## src/rtl/amc_pkg.sv

```systemverilog
`timescale 1ns/1ps
package amc_pkg;
  localparam logic [3:0] OFS_GCTL  = 4'h0;
  localparam logic [3:0] OFS_BANK0 = 4'h4;
  localparam logic [3:0] OFS_BANK1 = 4'h8;

  localparam logic [15:0] GCTL_RST = 16'h00F2;
  localparam logic [31:0] BANK_RST = 32'hFFC2_FFC2;

  localparam logic [2:0] SZ_HALF = 3'd2;
  localparam logic [2:0] SZ_WORD = 3'd4;

  localparam int NUM_BANKS = 4;
  localparam int CNT_W     = 3;

  typedef struct packed {
    logic       wrGctl;
    logic       wrBank0;
    logic       wrBank1;
    logic       rdEn;
    logic [1:0] rdSel;
    logic       accErr;
  } amcStrobe_t;
endpackage

```

## src/rtl/amc_ctrl.sv

```systemverilog
`timescale 1ns/1ps
module amc_ctrl
  import amc_pkg::*;
(
  input  logic [3:0]  regAddr,
  input  logic        regWrite,
  input  logic        regRead,
  input  logic [2:0]  regSize,
  output amcStrobe_t  strb
);
  logic access;
  logic sizeOk;
  logic regOk;
  logic err;

  assign access = regWrite | regRead;

  // Size legality is decided before the offset is looked at.
  assign sizeOk = (regSize == SZ_HALF) || (regSize == SZ_WORD);

  always_comb begin
    case (regAddr)
      OFS_GCTL:             regOk = (regSize == SZ_HALF);
      OFS_BANK0, OFS_BANK1: regOk = (regSize == SZ_WORD);
      default:              regOk = 1'b0;
    endcase
  end

  assign err = access && !(sizeOk && regOk);

  always_comb begin
    strb         = '0;
    strb.accErr  = err;
    strb.rdSel   = regAddr[3:2];
    strb.wrGctl  = regWrite && !err && (regAddr == OFS_GCTL);
    strb.wrBank0 = regWrite && !err && (regAddr == OFS_BANK0);
    strb.wrBank1 = regWrite && !err && (regAddr == OFS_BANK1);
    strb.rdEn    = regRead && !regWrite && !err;
  end
endmodule

```

## src/rtl/amc_datapath.sv

```systemverilog
`timescale 1ns/1ps
module amc_datapath
  import amc_pkg::*;
(
  input  logic              clk,
  input  logic              rstN,
  input  amcStrobe_t        strb,
  input  logic [31:0]       regWdata,
  output logic [31:0]       regRdata,
  output logic              regErr,
  output logic [15:0]       gctlQ,
  output logic [CNT_W-1:0]  enCount
);
  logic [31:0] bank0Q;
  logic [31:0] bank1Q;
  logic [31:0] rdMux;

  always_ff @(posedge clk) begin
    if (!rstN) begin
      gctlQ  <= GCTL_RST;
      bank0Q <= BANK_RST;
      bank1Q <= BANK_RST;
    end else begin
      if (strb.wrGctl)  gctlQ  <= regWdata[15:0];
      if (strb.wrBank0) bank0Q <= regWdata;
      if (strb.wrBank1) bank1Q <= regWdata;
    end
  end

  always_comb begin
    case (strb.rdSel)
      2'd0:    rdMux = {16'h0000, gctlQ};
      2'd1:    rdMux = bank0Q;
      2'd2:    rdMux = bank1Q;
      default: rdMux = '0;
    endcase
  end

  always_ff @(posedge clk) begin
    if (!rstN) begin
      regRdata <= '0;
      regErr   <= 1'b0;
    end else begin
      regRdata <= strb.rdEn ? rdMux : '0;
      regErr   <= strb.accErr;
    end
  end

  // Count field clamps at the number of banks.
  assign enCount = (gctlQ[3:1] > CNT_W'(NUM_BANKS)) ? CNT_W'(NUM_BANKS) : gctlQ[3:1];
endmodule

```

## src/rtl/amc_bank_map.sv

```systemverilog
`timescale 1ns/1ps
module amc_bank_map
  import amc_pkg::*;
#(
  parameter int              ADDR_W         = 32,
  parameter logic [ADDR_W-1:0] BANK_BASE    = 32'h2000_0000,
  parameter int              BANK_SIZE_LOG2 = 20
) (
  input  logic [ADDR_W-1:0]    memAddr,
  input  logic [CNT_W-1:0]     enCount,
  output logic [NUM_BANKS-1:0] bankSel,
  output logic                 decodeMiss
);
  logic [ADDR_W-1:0] offs;
  logic [ADDR_W-1:0] bankNum;
  logic              aboveBase;

  assign aboveBase = (memAddr >= BANK_BASE);
  assign offs      = memAddr - BANK_BASE;
  assign bankNum   = offs >> BANK_SIZE_LOG2;

  for (genvar i = 0; i < NUM_BANKS; i++) begin : g_bank
    assign bankSel[i] = aboveBase && (bankNum == ADDR_W'(i)) && (CNT_W'(i) < enCount);
  end

  assign decodeMiss = ~|bankSel;
endmodule

```

## src/rtl/asyncmem_bank_ctrl.sv

```systemverilog
`timescale 1ns/1ps
module asyncmem_bank_ctrl
  import amc_pkg::*;
#(
  parameter int                ADDR_W         = 32,
  parameter logic [ADDR_W-1:0] BANK_BASE      = 32'h2000_0000,
  parameter int                BANK_SIZE_LOG2 = 20
) (
  input  logic              clk,
  input  logic              rstN,
  input  logic [3:0]        regAddr,
  input  logic [31:0]       regWdata,
  input  logic              regWrite,
  input  logic              regRead,
  input  logic [2:0]        regSize,
  output logic [31:0]       regRdata,
  output logic              regErr,
  input  logic [ADDR_W-1:0] memAddr,
  output logic [3:0]        bankSel,
  output logic              decodeMiss
);
  amcStrobe_t       strb;
  logic [15:0]      gctlQ;
  logic [CNT_W-1:0] enCount;

  amc_ctrl u_ctrl (
    .regAddr (regAddr),
    .regWrite(regWrite),
    .regRead (regRead),
    .regSize (regSize),
    .strb    (strb)
  );

  amc_datapath u_dp (
    .clk     (clk),
    .rstN    (rstN),
    .strb    (strb),
    .regWdata(regWdata),
    .regRdata(regRdata),
    .regErr  (regErr),
    .gctlQ   (gctlQ),
    .enCount (enCount)
  );

  amc_bank_map #(
    .ADDR_W        (ADDR_W),
    .BANK_BASE     (BANK_BASE),
    .BANK_SIZE_LOG2(BANK_SIZE_LOG2)
  ) u_map (
    .memAddr   (memAddr),
    .enCount   (enCount),
    .bankSel   (bankSel),
    .decodeMiss(decodeMiss)
  );
endmodule

```

## config.mk

```make
export PLATFORM = sky130hd
export DESIGN_NAME = asyncmem_bank_ctrl
export DESIGN_NICKNAME = d
export VERILOG_FILES = /design/src/rtl/amc_pkg.sv /design/src/rtl/amc_ctrl.sv /design/src/rtl/amc_datapath.sv /design/src/rtl/amc_bank_map.sv /design/src/rtl/asyncmem_bank_ctrl.sv
export SDC_FILE = /design/constraint.sdc
export NUM_CORES = 1
export LEC_CHECK = 0
export CAP_MARGIN = 20
export CORE_ASPECT_RATIO = 1.25
export CORE_MARGIN = 10
export CORE_UTILIZATION = 28
export DETAILED_ROUTE_END_ITERATION = 12
export MAX_ROUTING_LAYER = met4
export SYNTH_ARGS = -nofsm -noshare
export SYNTH_HDL_FRONTEND = slang
export SYNTH_SLANG_ARGS = --single-unit
```

## constraint.sdc

```tcl
create_clock -name clk -period 1.88 [get_ports clk]
set_clock_uncertainty 0.2 [all_clocks]
set_input_delay 0.282 -clock clk [delete_from_list [all_inputs] [get_ports clk]]
set_output_delay 0.282 -clock clk [all_outputs]
set_load 0.05 [all_outputs]
```

; Yosys cells after proc, flatten, opt, wreduce, memory -nomap -nowiden
; Cells that the tools add are included.
[word_totals]
ff_bits = 113
input_bits = 75
output_inout_bits = 38
[op_classes]
addsub = 1
order_cmp = 6
n_eq_ne = 9
muxes = 3
bitwise = 1
reduce_logical = 27
[op_table]
columns = operator, n
row1 = $pmux W32 S3, 1
row2 = $ge A32 B30 Y1 const B, 1
row3 = $logic_not A32 Y1, 1
row4 = $sub A32 B30 Y32 const B, 1
row5 = $eq A12 B2 Y1 const B, 2
row6 = $logic_and A1 B1 Y1, 16
row7 = $eq A12 B1 Y1 const B, 1
row8 = $lt A1 B3 Y1 const A, 2
row9 = $lt A2 B3 Y1 const A, 2
row10 = $eq A4 B3 Y1 const B, 1
row11 = $eq A4 B4 Y1 const B, 1
row12 = $logic_not A1 Y1, 4
row13 = $logic_not A4 Y1, 1
row14 = $reduce_or A4 Y1, 1
row15 = $eq A3 B2 Y1 const B, 1
row16 = $eq A3 B3 Y1 const B, 1
row17 = $gt A3 B3 Y1 const B, 1
row18 = $mux W3, 1
row19 = $eq A2 B1 Y1 const B, 1
row20 = $eq A2 B2 Y1 const B, 1
row21 = $logic_not A2 Y1, 1
row22 = $pmux W1 S2, 1
row23 = $reduce_and A2 Y1, 1
row24 = $reduce_or A2 Y1, 1
row25 = 2 further kinds, 2

; Depth between registers and ports, before layout
[logic_depth]
ltp_word = 9
ltp_mapped = 6
depth_no_buf = 5

; Modules after synthesis
; From an unflattened synthesis, not the netlist that was laid out.
[unflattened]
cells_unflattened = 427
area_unflattened_um2 = 4621.9
[modules_own_cells]
columns = module, instances, cells_each, area_each_um2, seq_area_each_um2
row1 = amc_datapath, 1, 391, 4364.2, 2262.2
row2 = amc_bank_map, 1, 21, 140.1, 0.0
row3 = amc_ctrl, 1, 15, 117.6, 0.0

; Worst setup path after synthesis
; OpenSTA, ideal clock, no wires.
[synth_path]
path_kind = input-to-output
start = in memAddr[29]
end = out bankSel[0]
arrival_ns = 2.358
required_time_ns = 1.398
path_slack_ns = -0.960
path_stages = 5
path_cell_list = inv_1 > ha_1 > nor2b_1 > nand4_1 > nor4_1
[synth_between]
elab_chain_cells = 4
word_cells_on_any_way = 5
cone_classes = add/sub: 1 / order compare: 1 / reduce/logical: 3
[synth_rtl]
columns = element, line_no
row1 = "start, declared", asyncmem_bank_ctrl.sv:18  ; input logic [ADDR_W-1:0] memAddr,
row2 = $sub A32 B30 Y32, amc_bank_map.sv:19  ; assign offs = memAddr - BANK_BASE;
row3 = $logic_not A32 Y1, amc_bank_map.sv:23  ; assign bankSel[i] = aboveBase && (bankNum == ADDR_W'(i)) && (CNT_W'(i) < enCount);
row4 = $logic_and A1 B1 Y1 (*) (2 in a row), amc_bank_map.sv:23
row5 = "end, declared", asyncmem_bank_ctrl.sv:19  ; output logic [3:0] bankSel,
; Mark *: on every way between the ends. The rest lies on a longest branch, timed or not.

; Worst setup path in the final report
[layout_path]
start = in memAddr[30]
end = out bankSel[2]
[layout_between]
elab_chain_cells = 4
word_cells_on_any_way = 5
cone_classes = add/sub: 1 / order compare: 1 / eq/ne: 1 / reduce/logical: 2
[layout_rtl]
columns = element, line_no
row1 = $sub A32 B30 Y32, amc_bank_map.sv:19
row2 = $eq A12 B2 Y1, amc_bank_map.sv:23
row3 = $logic_and A1 B1 Y1 (*) (2 in a row), amc_bank_map.sv:23
; Marked as above.

==> reports/qor.csv <==
metric,value,unit
WL/cell,15.8,um
syn_nets,543,
Mapped Area,4780,um2
initial antenna violation count,0,
post-synthesis mux area share,0.201,
layout cells sized above 1,0.226,
first-pass GRT wire length,20.9,mm
Via density,4.48,
largest family of logic cells by synthesized area,simple AND/OR/NAND/NOR gates,
initial core utilization,0.285,
clock root buffer,clkbuf_16,
hold buffers post-CTS,0,
Crit. End Element,output pin,
placer congestion estimate,0.725,
relative slew slack,0.629,
Setup WS pre-CTS,-0.609,ns
number of enable flip-flop cells after synthesis,0,
Slowest Stage Delay on Critical Path,0.30,ns
post-synthesis xor/xnor area fraction,0.00183,
number of CTS-inserted buffers,17,
total of max-cap violations,0,
Gate Count Post-Synth,467,
most frequent cells in the layout,"dfxtp_1, mux2i_1, nor2b_1",
"commonest non-fill, non-tap cell in the layout",dfxtp_1,
Worst EP arrival,1.47,ns
Filler cells,1607,
Synth Flop Type,dfxtp_1,
via count,3622,
Port Buf Inserts,92,
clk slew on worst S/H paths,0.06,ns
final setup margin,-0.0751,ns
Worst Path Buf+Inv,4,
adder-cell share of the synthesized area,0.00471,
Post-synth ARST share,0,
failing checks,negative setup slack,
die area,22700,um2
Antenna Nets Post-Route,0,
status,"finished, violations left",
pin count of the biggest net entering global routing,46,
die span in y,166,um
worst min-delay path class,in -> reg,
GRT Total Usage,0.119,
final wirelength,12.8,mm
minimum clock period,1.96,ns
Final Hold Fails,0,
die width,137,um
DR iter-0 viols,127,
worst skew pair latency,0.40,ns
Compound-Gate Fraction of Synth Area,0.0657,
# DRC,0,
Top delay family on crit path,simple AND/OR/NAND/NOR gates,
post-synthesis sequential area ratio,0.473,
Post-CTS Setup Repair Bufs,0,
CP Class,in -> out,
Required @ worst endpoint,1.40,ns
period utilization,1.04,
synthesized area per cell,10.2,um2
"Distinct cells, synth",35,
worst-path cell chain,buf_8 > inv_8 > ha_4 > nor2b_2 > nand4_1 > buf_6 > nor4_4 > buf_12,
Static Leakage,2.82,nW
Startpoint Class,input port,
CTS tree,done,
grt ovf,0,
maximum vdd drop,0.000600,V
clock buffer depth,2,
register bit count reported by yosys,113,
"Slowest-stage cell, CP",nor4_4,
Max Freq,0.511,GHz
Power Density,907,nW/um2
htree depth,4,
Post-Route Utilization,0.406,
Final HPWL DP,8.87,mm
Slew @ Worst Pin,0.555,ns
vias in the first global route,4049,
# rows,53,
router iterations before antenna repair,5,
Top Ports,113,
clock tree sinks,113,
count of final setup violators,5,
Synth Area in Simple Gates,0.205,
max-slew violations,0,
Area Growth Syn to Fin,42.3,%
RSZ-0062 raised after global routing,yes,
"Net count, final",653,
synth warn,0,
hold_ws,0.235,ns
crit-path max FO,5,
CORE AREA,16800,um2
diodes inserted,0,
## sequential cells by signal (all words and copies together) (netlist names)
signal	cells
u_dp.bank0Q	32
u_dp.regErr	1
u_dp.regRdata	32
u_dp.bank1Q	32
u_dp.gctlQ	16
## metrics by stage
stage / instance area (um2) / power [W] / setup TNS (ns) / std cells
final: 6810 / 0.00617 / -0.191 / 809
after global routing: 6810 / 0.00638 / -0.479 / 809
after CTS: 6790 / 0.00626 / -0.438 / 809
after detailed placement: 6130 / 0.00287 / -33.84 / 777
after global placement: 6130 / 0.00286 / -31.73 / 777
after floorplan: 4850 / 0.00266 / -0.975 / 467
## worst register-to-register path: stages, from the launching register on
cell and delay [ns]:
dfxtp_2 0.32, buf_4 0.14, mux2i_1 0.14, a2bb2oi_1 0.23, nor2_1 0.06
## synth_stat cells, drive strengths merged (3+ instances only)
cell,instances,share of area
a2bb2oi,16,0.029
inv,3,0.0024
clkbuf,19,0.015
buf,16,0.032
mux2i,96,0.20
nor2b,77,0.10
dfxtp,113,0.47
and3,3,0.0050
nand2,50,0.039
nor3,5,0.0076
a22oi,16,0.025
nor2,32,0.025
nand3,3,0.0068
## per-layer routing
layer | track usage | share of wire
met1 | 0.130 | 0.43
met2 | 0.195 | 0.50
met3 | 0.0412 | 0.056
met4 | 0.0418 | 0.012
met5 | - | 0
## timing repair
item,in CTS,in global routing
pin swaps,6,5
gates cloned,1,0
setup endpoints to repair,16,5
gates resized for setup,30,13
## path summary, 6_finish.rpt
check,startpoint,endpoint,slack [ns],cells past startpoint
worst min-delay path,rstN,u_dp.gctlQ[8],0.23,4
worst max register to register,u_dp.gctlQ[1],u_dp.regRdata[1],0.68,4
worst min register to register,u_dp.gctlQ[8],u_dp.gctlQ[8],0.26,2
worst max-delay path,memAddr[30],bankSel[2],-0.08,8
## cells by family after synthesis
kind of cell,count (synthesis)
AO/OA/AOI/OAI,38
XOR/XNOR,1
adder cells (fa/ha/maj),2
buffers and inverters,38
flip-flops,113
multiplexers,96
AND/OR/NAND/NOR,179
## power breakdown
| part | internal (W) | total, W | switching [W] |
|---|---|---|---|
| Clock | 0.00227 | 0.00335 | 0.00109 |
| Combinational | 0.000225 | 0.000414 | 0.000189 |
| Sequential | 0.00240 | 0.00241 | 0.00000310 |
| Total | 0.00490 | 0.00617 | 0.00128 |
## cell type report
cell class	count	area, um2	share of cell area
multi-input cells	317	2400	0.353
clock buffers	20	457	0.0671
flip-flops and latches	113	2260	0.333
well taps	220	275	0.0404
clock inverters	11	161	0.0237
inverters	3	23.8	0.00349
repair buffers	125	1220	0.180
No activity file was read; power rests on OpenSTA's default activity.
